`src/rtl/radar_cmd_dispatch.sv`:
```
module radar_cmd_dispatch #(
  parameter logic [7:0] BCAST_ADDR = 8'hFF,
  parameter logic [7:0] CAL_UNIT   = 8'h12
) (
  input  logic        clk,
  input  logic        rst_n,
  input  logic        in_valid,
  input  logic [7:0]  in_data,
  input  logic        in_sop,
  input  logic        in_eop,
  output logic        in_ready,
  input  logic        eng_busy,
  output logic [7:0]  cmd_start,
  output logic [2:0]  cmd_code,
  output logic [15:0] pay_len,
  output logic        pay_valid,
  output logic [15:0] pay_word,
  output logic        done,
  output logic        csum_ok,
  output logic [7:0]  unit_id,
  output logic        is_cal_unit
);
  localparam int LEN_W = 16;
  localparam int CNT_W = LEN_W + 2;
  localparam logic [CNT_W-1:0] CNT_MAX = '1;
  localparam logic [2:0] C_CFG = 3'd1, C_TXC = 3'd3, C_RXC = 3'd4;

  logic [CNT_W-1:0] bcnt, pos, pay_end;
  logic             in_pkt, keep_q, keep_now, in_cal;
  logic [2:0]       code_q;
  logic [LEN_W-1:0] len_q, len_now;
  logic [7:0]       hi_q, pend_q;
  logic [15:0]      sum_q, word_now;
  logic             fire, take, is_word, fin, ok_now;

  assign in_ready = ~eng_busy;
  assign fire     = in_valid & in_ready;
  assign take     = fire & (in_sop | in_pkt);
  assign pos      = in_sop ? '0 : bcnt;
  assign len_now  = (pos == CNT_W'(3)) ? {len_q[15:8], in_data} : len_q;
  assign pay_end  = {1'b0, len_now, 1'b0} + CNT_W'(4);
  assign word_now = {hi_q, in_data};
  assign is_word  = (pos >= CNT_W'(4)) && (pos < pay_end) && pos[0];
  assign ok_now   = (pos == pay_end + CNT_W'(1)) && (sum_q == word_now);
  assign fin      = take & in_eop & keep_now & (pos >= CNT_W'(3));

  always_comb begin
    if (pos == '0)               keep_now = (in_data == unit_id) || (in_data == BCAST_ADDR);
    else if (pos == CNT_W'(1))   keep_now = keep_q && (in_data < 8'd8);
    else                         keep_now = keep_q;
  end

  assign cmd_code    = code_q;
  assign pay_len     = len_q;
  assign is_cal_unit = in_cal && (unit_id == CAL_UNIT);

  always_ff @(posedge clk or negedge rst_n) begin
    if (!rst_n) begin
      bcnt      <= '0;
      in_pkt    <= 1'b0;
      keep_q    <= 1'b0;
      in_cal    <= 1'b0;
      code_q    <= '0;
      len_q     <= '0;
      hi_q      <= '0;
      pend_q    <= '0;
      sum_q     <= '0;
      unit_id   <= 8'hFF;
      cmd_start <= '0;
      pay_valid <= 1'b0;
      pay_word  <= '0;
      done      <= 1'b0;
      csum_ok   <= 1'b0;
    end else begin
      cmd_start <= '0;
      pay_valid <= 1'b0;
      done      <= 1'b0;
      csum_ok   <= 1'b0;
      if (take) begin
        hi_q   <= in_data;
        bcnt   <= (pos == CNT_MAX) ? pos : pos + CNT_W'(1);
        in_pkt <= ~in_eop;
        keep_q <= keep_now;
        if (pos == '0) begin
          in_cal <= 1'b0;
          sum_q  <= '0;
        end
        if (pos == CNT_W'(1)) code_q <= in_data[2:0];
        if (pos == CNT_W'(2)) len_q[15:8] <= in_data;
        if (pos == CNT_W'(3)) begin
          len_q[7:0] <= in_data;
          if (keep_now) begin
            cmd_start <= 8'd1 << code_q;
            in_cal    <= (code_q == C_TXC) || (code_q == C_RXC);
          end
        end
        if (keep_now && is_word) begin
          pay_valid <= 1'b1;
          pay_word  <= word_now;
          sum_q     <= sum_q + word_now;
          if (pos == CNT_W'(5)) pend_q <= in_data;
        end
        if (fin) begin
          done    <= 1'b1;
          csum_ok <= ok_now;
          in_cal  <= 1'b0;
          if (ok_now && code_q == C_CFG && len_now != '0) unit_id <= pend_q;
        end
      end
    end
  end

  AST_START_ONEHOT: assert property (@(posedge clk) disable iff (!rst_n)
    $onehot0(cmd_start)) else $error("start strobe not one-hot");
  AST_START_AFTER_BYTE: assert property (@(posedge clk) disable iff (!rst_n)
    (|cmd_start) |-> $past(in_valid && in_ready)) else $error("strobe without byte");
  AST_DONE_AFTER_EOP: assert property (@(posedge clk) disable iff (!rst_n)
    done |-> $past(in_valid && in_ready && in_eop)) else $error("done without end byte");
  AST_OK_ONLY_DONE: assert property (@(posedge clk) disable iff (!rst_n)
    csum_ok |-> done) else $error("csum_ok outside done");
  AST_ID_CHANGE: assert property (@(posedge clk) disable iff (!rst_n)
    !$stable(unit_id) |-> (done && csum_ok)) else $error("identifier changed");
  AST_CAL_ID: assert property (@(posedge clk) disable iff (!rst_n)
    is_cal_unit |-> (unit_id == CAL_UNIT)) else $error("cal flag on wrong unit");
  AST_READY_BUSY: assert property (@(posedge clk) disable iff (!rst_n)
    eng_busy |-> !in_ready) else $error("ready while busy");
endmodule

```
`config.mk`:
```
export PLATFORM = sky130hd
export DESIGN_NAME = radar_cmd_dispatch
export DESIGN_NICKNAME = d
export VERILOG_FILES = /design/src/rtl/radar_cmd_dispatch.sv
export SDC_FILE = /design/constraint.sdc
export NUM_CORES = 1
export LEC_CHECK = 0
export CAP_MARGIN = 20
export CORE_MARGIN = 4
export CORE_UTILIZATION = 25
export DETAILED_ROUTE_END_ITERATION = 12
export PLACE_DENSITY = 0.5
export SETUP_SLACK_MARGIN = 0.3
export SLEW_MARGIN = 20
export SYNTH_ARGS = -nofsm -noshare
export SYNTH_HDL_FRONTEND = slang
export SYNTH_SLANG_ARGS = --single-unit
```
`constraint.sdc`:
```
create_clock -name clk -period 5.65 [get_ports clk]
set_input_delay 0.8475 -clock clk [delete_from_list [all_inputs] [get_ports clk]]
set_output_delay 0.8475 -clock clk [all_outputs]
set_load 0.05 [all_outputs]
```
==> impl_results.html, run 1 <==
<table>
<tr><th>Metric</th><th>Value</th></tr>
<tr><th colspan="2">Synth</th></tr>
<tr><td>Post-synthesis cell type count</td><td>slightly below 70</td></tr>
<tr><td>Count of flip-flops with a built-in enable after synthesis</td><td>0</td></tr>
<tr><td>Synthesized instance count</td><td>684</td></tr>
<tr><td>Fraction of registers with async set/reset</td><td>between 90% and 100%</td></tr>
<tr><td>Post-Synth XOR/XNOR Area</td><td>6.51%</td></tr>
<tr><td>Cell types with the largest area share after synthesis</td><td>dfrtp_1, nand2_1, ha_1</td></tr>
<tr><td>Flops &amp; latches, synth</td><td>107</td></tr>
<tr><td>Combinational family with the most area after synthesis</td><td>simple AND/OR/NAND/NOR gates</td></tr>
<tr><td>Synthesis Warnings</td><td>0</td></tr>
<tr><td>Area share of fa/ha/maj cells after synthesis</td><td>roughly 7.7%</td></tr>
<tr><td>Top-count cell post-synth</td><td>nand2_1</td></tr>
<tr><td>Synth area leader</td><td>dfrtp_1</td></tr>
<tr><td>Flip-flop cell with the highest count after synthesis</td><td>dfrtp_1</td></tr>
<tr><td>Nets in the synthesized netlist</td><td>between 700 and 800</td></tr>
<tr><td>Leading cell types by count after synthesis</td><td>nand2_1, dfrtp_1, ha_1, mux2_2, nor2_1</td></tr>
<tr><td>Post-synthesis instance area</td><td>between 6000 and 7000 sq um</td></tr>
<tr><td>Mux share of post-synthesis cell area</td><td>between 8 and 9%</td></tr>
<tr><td>Share of the synthesized area in compound gates (AO/OA/AOI/OAI)</td><td>10.6%</td></tr>
<tr><td>Sequential share of the synthesized area</td><td>about two fifths</td></tr>
<tr><td>Post-synthesis average cell area</td><td>~9.4 sq um</td></tr>
<tr><td>Portion of synthesized cell area occupied by the leading cell type</td><td>38.4%</td></tr>
<tr><td>Area fraction in and, or, nand and nor cells after synthesis</td><td>a little over a fifth</td></tr>
<tr><th colspan="2">Finish</th></tr>
<tr><td>Fin area</td><td>7900 sq um</td></tr>
<tr><td>Final standard cell utilization of the core</td><td>a little under a third</td></tr>
<tr><td>FILL cells</td><td>2595</td></tr>
<tr><td>Area grow syn2layout</td><td>22.4%</td></tr>
<tr><td>Fraction of final layout cells sized beyond drive strength 1</td><td>between 10 and 15%</td></tr>
<tr><td>Layout net count</td><td>approximately 800</td></tr>
<tr><td>Number of diodes</td><td>0</td></tr>
<tr><th colspan="2">GRT</th></tr>
<tr><td>Vias in the first global route</td><td>slightly above 5000</td></tr>
<tr><td>Pin count of the biggest net entering global routing</td><td>57</td></tr>
<tr><td>Wire length of the first global-routing pass</td><td>a little under 30000 um</td></tr>
<tr><td>GRT Total Usage</td><td>between 10% and 20%</td></tr>
<tr><td>Overflow left after global routing</td><td>0</td></tr>
<tr><td>Antenna violations before repair</td><td>0</td></tr>
<tr><th colspan="2">Die</th></tr>
<tr><td>Horizontal die dimension</td><td>169 um</td></tr>
<tr><td>Die Footprint</td><td>around 28000 sq um</td></tr>
<tr><td>Chip height</td><td>between 150 and 200 um</td></tr>
<tr><td>Number of core rows</td><td>slightly below 60</td></tr>
<tr><td>Effective utilization at floorplan</td><td>25.5%</td></tr>
<tr><td>Core Area</td><td>between 20000 and 30000 sq um</td></tr>
<tr><td>Boundary Pins</td><td>70</td></tr>
<tr><th colspan="2">Clock network</th></tr>
<tr><td>Clock-pin slew on the worst setup and hold paths</td><td>80 ps</td></tr>
<tr><td>Clk_lat worst skew</td><td>360 ps</td></tr>
<tr><td>Maximum number of buffers from clock root to sink</td><td>2</td></tr>
<tr><td>Max H-tree Level</td><td>3</td></tr>
<tr><td>Master cell of the clock root buffer</td><td>clkbuf_16</td></tr>
<tr><td>CTS Buf Count</td><td>9</td></tr>
<tr><td>TritonCTS clock tree</td><td>built</td></tr>
<tr><td># Post-CTS Setup Buffers</td><td>0</td></tr>
<tr><td>Number of sinks on the clock net</td><td>approximately 110</td></tr>
<tr><th colspan="2">Placed design</th></tr>
<tr><td>Total of buffers placed on input and output ports</td><td>a little under 70</td></tr>
<tr><td>Dpl hpwl</td><td>between 10000 and 15000 um</td></tr>
<tr><td>Post-Place Cell Area</td><td>around 7600 sq um</td></tr>
<tr><td>GP Congestion</td><td>just over 0.8</td></tr>
<tr><th colspan="2">Worst setup path</th></tr>
<tr><td>Start of the worst register-to-register path</td><td>bcnt[17]$_DFFE_PN0P_</td></tr>
<tr><td>Timing startpoint of the critical path</td><td>in_sop</td></tr>
<tr><td>Data arrival time of the critical path</td><td>about 5400 ps</td></tr>
<tr><td>Reg-to-reg slack, setup</td><td>about 680 ps</td></tr>
<tr><td>Worst path required time</td><td>~6000 ps</td></tr>
<tr><td>Critical-path maximum fanout</td><td>16</td></tr>
<tr><td>Worst r2r dst</td><td>pend_q[0]$_DFFE_PN0P_</td></tr>
<tr><td>Critical path startpoint category</td><td>input pin</td></tr>
<tr><td>Depth of the worst register-to-register path</td><td>18</td></tr>
<tr><td>Critical path start-end classification</td><td>in -&gt; reg</td></tr>
<tr><td>Critical Path Sink Type</td><td>flip-flop</td></tr>
<tr><th colspan="2">Min path</th></tr>
<tr><td>Type of the tightest min-delay check</td><td>reg -&gt; reg</td></tr>
<tr><td>Start point of the worst hold path</td><td>pay_word[1]$_DFFE_PN0P_</td></tr>
<tr><td>WHS Path Cells</td><td>2</td></tr>
<tr><td>Hold path endpoint</td><td>pay_word[1]$_DFFE_PN0P_</td></tr>
<tr><th colspan="2">Route</th></tr>
<tr><td>Post-route DRC violation count</td><td>0</td></tr>
<tr><td>Post-route antenna net violation count</td><td>0</td></tr>
<tr><td>Via-per-instance ratio</td><td>between 4 and 5</td></tr>
<tr><td>Number of violations reported at the end of detailed-routing iteration 0</td><td>306</td></tr>
<tr><td>DR vias</td><td>a little over 5000</td></tr>
<tr><td>Number of detailed-routing iterations run before antenna repair</td><td>5</td></tr>
<tr><td>Drt total wl</td><td>around 18000 um</td></tr>
<tr><td>WL per Instance</td><td>17.0 um</td></tr>
<tr><th colspan="2">Power and ir drop</th></tr>
<tr><td>Static leakage</td><td>3.54 nW</td></tr>
<tr><td>Total power consumption of the routed design</td><td>roughly 0.0025 W</td></tr>
<tr><td>Highest ir drop seen on vdd</td><td>0.239 mV</td></tr>
<tr><td>Pwr per Cell Area</td><td>between 300 and 400 nW/um^2</td></tr>
<tr><th colspan="2">STA</th></tr>
<tr><td>Post-Route Setup TNS</td><td>0 ps</td></tr>
<tr><td>Setup repair after global routing missed its margin</td><td>no</td></tr>
<tr><td>Final worst path period share</td><td>90.8%</td></tr>
<tr><td>Setup violation total in the final timing report</td><td>0</td></tr>
<tr><td>FMAX</td><td>slightly below 200 MHz</td></tr>
<tr><td>Worst rel slew slack</td><td>between 40% and 50%</td></tr>
<tr><td>Hold Fails Final Rpt</td><td>0</td></tr>
<tr><td>Shortest period the worst path allows</td><td>between 5000 and 6000 ps</td></tr>
<tr><td>Final count of pins violating max slew</td><td>0</td></tr>
<tr><td>Worst-margin pin slew</td><td>roughly 760 ps</td></tr>
<tr><td>Final hold slack</td><td>just under 500 ps</td></tr>
<tr><td>Clock Skew</td><td>13.2 ps</td></tr>
<tr><th colspan="2">Flow run</th></tr>
<tr><td>Number of maximum-capacitance violations</td><td>0</td></tr>
<tr><th colspan="2">Status</th></tr>
<tr><td>Outcome</td><td>complete, no violations</td></tr>
</table>
==> layout by cell type (no fill, tap or decap), drive strengths merged, types with 5 or more instances in the layout <==
master           n
nand2          132
dfrtp           99
clkdlybuf4s50   68
mux2            38
ha              38
nor2            30
nand3           29
o21ai           27
xor2            25
xnor2           23
inv             23
nor3            22
buf             22
nor2b           18
a21oi           18
nor4            16
a21o            13
nand4           11
mux2i            9
clkbuf           9
dfstp            8
and3             6
o21bai           5
o211ai           5
==> metal layers <==
| layer | wire length (um) | track usage, % |
|---|---|---|
| met4 | 203 | 2.43 |
| met1 | 8880 | 18.1 |
| met5 | 0 | 0 |
| met3 | 593 | 2.59 |
| met2 | 8720 | 21.0 |
==> power breakdown <==
part           total (W)  switching [W]  internal, W
Sequential      0.000978       0.000132     0.000846
Clock           0.000686       0.000328     0.000358
Combinational   0.000827       0.000518     0.000309
Total            0.00249       0.000977      0.00151
==> worst max path at each step <==
stage	end	slack, ps	depth (start not counted)
after floorplan	pend_q[0]$_DFFE_PN0P_	320	22
after global placement	pend_q[0]$_DFFE_PN0P_	170	18
after detailed placement	pend_q[0]$_DFFE_PN0P_	100	18
after CTS	pend_q[0]$_DFFE_PN0P_	460	18
after global routing	pend_q[0]$_DFFE_PN0P_	340	18
final	pend_q[0]$_DFFE_PN0P_	520	18
==> logic make-up (layout without fill, tap and decap cells) <==
group,count (synthesis),in the layout
AOI/OAI and AO/OA,99,99
xor gates and xnor gates,48,48
adders and majority gates,39,39
buffers and inverters,56,127
DFF,107,107
muxes,47,47
and+or+nand+nor,288,288
==> flip-flops by register name (all words and copies together) (netlist names), 3 cells and up <==
signal / flops
bcnt: 18
pay_len: 16
pay_word: 16
sum_q: 16
cmd_start: 8
hi_q: 8
pend_q: 8
unit_id: 8
cmd_code: 3
==> critical path, cell delays in order <==
cell and delay (ps):
clkdlybuf4s50_1 590, buf_4 250, a21o_1 160, nand2_1 130, mux2_2 280, ha_1 290, o21a_1 190, nand3_1 90
xor2_1 170, ha_1 280, and4_1 210, or3b_1 400, or3_4 420, o221a_2 280, o211ai_4 120, inv_4 130
nand4_4 180, mux2_2 350
==> metrics by stage <==
step	worst slack, ps	cells
floorplan	318	684
global placement	172	1069
detailed placement	104	1069
CTS	456	1085
global route	335	1085
finish	521	1085
==> repair_timing <==
item                                    CTS  global route
endpoints found under the setup margin    0            14
hold buffers                              0             0
resized for setup                         0             4
==> area by class of cell <==
class / instances / area (sq um) / area share [%]
clock buffer: 9 / 225 / 2.85
clock inverter: 7 / 95.1 / 1.20
inverter: 21 / 82.6 / 1.05
multi-input combinational: 521 / 3540 / 44.8
sequential: 107 / 2690 / 34.0
tap: 330 / 413 / 5.23
timing repair buffer: 90 / 858 / 10.9
No activity file was read; power rests on OpenSTA's default activity.
==> inputs of run 2 (changes only) <==
Settings changed: CORE_UTILIZATION 25 to 57, PLACE_DENSITY 0.5 to 0.88.
==> impl_results.html, run 2 (same netlist as run 1, synthesis figures left out) <==
<table>
<tr><th>Metric</th><th>Value</th></tr>
<tr><th colspan="2">Clock network</th></tr>
<tr><td>Clock-pin slew on the worst setup and hold paths</td><td>70 ps</td></tr>
<tr><td>Master cell of the clock root buffer</td><td>clkbuf_16</td></tr>
<tr><td># Post-CTS Setup Buffers</td><td>0</td></tr>
<tr><td>Maximum number of buffers from clock root to sink</td><td>2</td></tr>
<tr><td>Number of sinks on the clock net</td><td>~110</td></tr>
<tr><td>Clk_lat worst skew</td><td>between 300 and 400 ps</td></tr>
<tr><td>CTS Buf Count</td><td>9</td></tr>
<tr><td>Max H-tree Level</td><td>3</td></tr>
<tr><td>TritonCTS clock tree</td><td>built</td></tr>
<tr><td>Hold-fix buffer count after cts</td><td>0</td></tr>
<tr><th colspan="2">Finish</th></tr>
<tr><td>Commonest cells after routing, fill and taps aside</td><td>nand2_1, dfrtp_1, clkdlybuf4s50_1, mux2_2, ha_1</td></tr>
<tr><td>Final standard cell utilization of the core</td><td>between 60 and 70%</td></tr>
<tr><td>Fin area</td><td>around 7600 sq um</td></tr>
<tr><td>FILL cells</td><td>between 800 and 900</td></tr>
<tr><td>Layout Cells excl Fill</td><td>around 900</td></tr>
<tr><td>Area grow syn2layout</td><td>17.9%</td></tr>
<tr><td>Fraction of final layout cells sized beyond drive strength 1</td><td>13.0%</td></tr>
<tr><td>Number of diodes</td><td>0</td></tr>
<tr><td>Most frequent standard cell in the layout excluding fill and tap cells</td><td>nand2_1</td></tr>
<tr><td>Largest register by flop count</td><td>bcnt</td></tr>
<tr><td>Layout net count</td><td>~800</td></tr>
<tr><td>Flip-flop count of the largest register after layout</td><td>18</td></tr>
<tr><th colspan="2">Min path</th></tr>
<tr><td>Type of the tightest min-delay check</td><td>in -&gt; async</td></tr>
<tr><th colspan="2">GRT</th></tr>
<tr><td>Antenna violations before repair</td><td>0</td></tr>
<tr><td>Overflow left after global routing</td><td>0</td></tr>
<tr><td>Wire length of the first global-routing pass</td><td>about 27000 um</td></tr>
<tr><td>Pin count of the biggest net entering global routing</td><td>88</td></tr>
<tr><td>Vias in the first global route</td><td>about 5500</td></tr>
<tr><td>GRT Total Usage</td><td>25.9%</td></tr>
<tr><th colspan="2">Worst setup path</th></tr>
<tr><td>Category of cells accounting for the largest share of critical-path delay</td><td>simple AND/OR/NAND/NOR gates</td></tr>
<tr><td>Reg-to-reg slack, setup</td><td>approximately 560 ps</td></tr>
<tr><td>Maximum cell stage delay along the critical path</td><td>500 ps</td></tr>
<tr><td>Slowest-stage cell, CP</td><td>clkdlybuf4s50_1</td></tr>
<tr><td>Critical Path Sink Type</td><td>flip-flop</td></tr>
<tr><td>Cell breakdown of the critical path</td><td>clkdlybuf4s50_1 &gt; nor2b_1 &gt; ha_2 &gt; nand2_1 &gt; mux2_2 &gt; ha_1 &gt; o21ai_0 &gt; nor2_1 &gt; xnor2_1 &gt; ha_1 &gt; and4_1 &gt; or3b_1 &gt; or3_4 &gt; nor3_1 &gt; o2111ai_4 &gt; mux2_2</td></tr>
<tr><td>Critical path startpoint category</td><td>input pin</td></tr>
<tr><td>Data arrival time of the critical path</td><td>around 5500 ps</td></tr>
<tr><td>Critical path start-end classification</td><td>in -&gt; reg</td></tr>
<tr><td>Worst path required time</td><td>5940 ps</td></tr>
<tr><td>Number of buffers and inverters on the critical path</td><td>1</td></tr>
<tr><td>Critical-path maximum fanout</td><td>8</td></tr>
<tr><th colspan="2">Die</th></tr>
<tr><td>Die Footprint</td><td>~13000 sq um</td></tr>
<tr><td>Boundary Pins</td><td>70</td></tr>
<tr><td>Effective utilization at floorplan</td><td>between 50 and 60%</td></tr>
<tr><td>Horizontal die dimension</td><td>about 110 um</td></tr>
<tr><td>Core Area</td><td>11000 sq um</td></tr>
<tr><td>Number of core rows</td><td>38</td></tr>
<tr><td>Chip height</td><td>114 um</td></tr>
<tr><th colspan="2">Status</th></tr>
<tr><td>Outcome</td><td>complete, no violations</td></tr>
<tr><th colspan="2">STA</th></tr>
<tr><td>Setup repair after global routing missed its margin</td><td>no</td></tr>
<tr><td>Worst rel slew slack</td><td>47.5%</td></tr>
<tr><td>Final hold slack</td><td>362 ps</td></tr>
<tr><td>Worst-margin pin slew</td><td>roughly 790 ps</td></tr>
<tr><td>Worst Slack Setup Final</td><td>approximately 440 ps</td></tr>
<tr><td>Hold Fails Final Rpt</td><td>0</td></tr>
<tr><td>Shortest period the worst path allows</td><td>between 5000 and 6000 ps</td></tr>
<tr><td>FMAX</td><td>roughly 190 MHz</td></tr>
<tr><td>Setup violation total in the final timing report</td><td>0</td></tr>
<tr><td>Final count of pins violating max slew</td><td>0</td></tr>
<tr><td>Final worst path period share</td><td>92.2%</td></tr>
<tr><td>Clock Skew</td><td>~9 ps</td></tr>
<tr><th colspan="2">Placed design</th></tr>
<tr><td>GP Congestion</td><td>0.956</td></tr>
<tr><td>Dpl ws</td><td>-74.0 ps</td></tr>
<tr><td>Cell count after placement</td><td>just under 900</td></tr>
<tr><td>Dpl hpwl</td><td>approximately 12000 um</td></tr>
<tr><td>Post-Place Cell Area</td><td>approximately 7300 sq um</td></tr>
<tr><td>Total of buffers placed on input and output ports</td><td>slightly below 70</td></tr>
<tr><th colspan="2">Route</th></tr>
<tr><td>Number of violations reported at the end of detailed-routing iteration 0</td><td>roughly 410</td></tr>
<tr><td>Post-route DRC violation count</td><td>0</td></tr>
<tr><td>WL per Instance</td><td>between 15 and 20 um</td></tr>
<tr><td>DR vias</td><td>roughly 5500</td></tr>
<tr><td>Drt total wl</td><td>approximately 16000 um</td></tr>
<tr><td>Post-route antenna net violation count</td><td>0</td></tr>
<tr><td>Via-per-instance ratio</td><td>about 6.1</td></tr>
<tr><td>Number of detailed-routing iterations run before antenna repair</td><td>5</td></tr>
<tr><th colspan="2">Power and ir drop</th></tr>
<tr><td>Pwr per Cell Area</td><td>322 nW/um^2</td></tr>
<tr><td>Static leakage</td><td>around 3.5 nW</td></tr>
<tr><td>Highest ir drop seen on vdd</td><td>~0.29 mV</td></tr>
<tr><th colspan="2">Flow run</th></tr>
<tr><td>Number of maximum-capacitance violations</td><td>0</td></tr>
</table>
-- run 2: where the power goes --
part | switching, W | internal [W] | leakage (nW)
registers | 0.000134 | 0.000847 | 1.43
clock network | 0.000298 | 0.000350 | 0.146
logic | 0.000517 | 0.000308 | 1.93
total | 0.000949 | 0.00150 | 3.50
-- run 2: worst paths after layout --
check | from | to | cells past startpoint
max | in_sop | unit_id[3]$_DFFE_PN1P_ | 16
min | rst_n | bcnt[17]$_DFFE_PN0P_ | 1
max reg2reg | bcnt[10]$_DFFE_PN0P_ | unit_id[3]$_DFFE_PN1P_ | 16
min reg2reg | pay_word[1]$_DFFE_PN0P_ | pay_word[1]$_DFFE_PN0P_ | 2
max in group asynchronous | rst_n | pay_len[6]$_DFFE_PN0P_ | 2
min in group clk | pay_word[1]$_DFFE_PN0P_ | pay_word[1]$_DFFE_PN0P_ | 2
-- run 2: layout make-up --
class	instances	area, sq um	area share [%]
multi-input cells	521	3540	46.5
flip-flops and latches	107	2690	35.3
repair buffers	86	827	10.9
clock buffers	10	229	3.01
well taps	140	175	2.30
inverters	21	82.6	1.08
clock inverters	6	73.8	0.970
-- run 2: per-layer routing --
metal	routed length [um]	share of wire [%]	GRT usage, %	vias to the layer above
met3	1080	6.6	6.29	38
met4	444	2.7	9.90	0
met5	0	0	0	-
met1	6720	41	33.0	2681
li1	-	-	-	2526
met2	8230	50	42.7	226
-- run 2: stage by stage --
| stage | TNS [ps] | total power (W) |
|---|---|---|
| after global placement | 0 | 0.00178 |
| final | 0 | 0.00245 |
| after global routing | 0 | 0.00257 |
| after floorplan | 0 | 0.00152 |
| after CTS | 0 | 0.00246 |
| after detailed placement | -137 | 0.00181 |
-- run 2: worst reg2reg max path, stage by stage (launching register included) --
cell and delay, ps:
dfrtp_1 490, nor4_1 320, and4_2 360, a21o_1 200, nand2_1 130, mux2_2 320
ha_1 260, o21ai_0 180, nor2_1 100, xnor2_1 140, ha_1 290, and4_1 260
or3b_1 380, or3_4 410, nor3_1 500, o2111ai_4 330, mux2_2 360
-- run 2: timing repair --
item	in CTS	in global routing
gates resized for setup	0	4
endpoints found under the hold margin	0	0
setup endpoints to repair	0	40
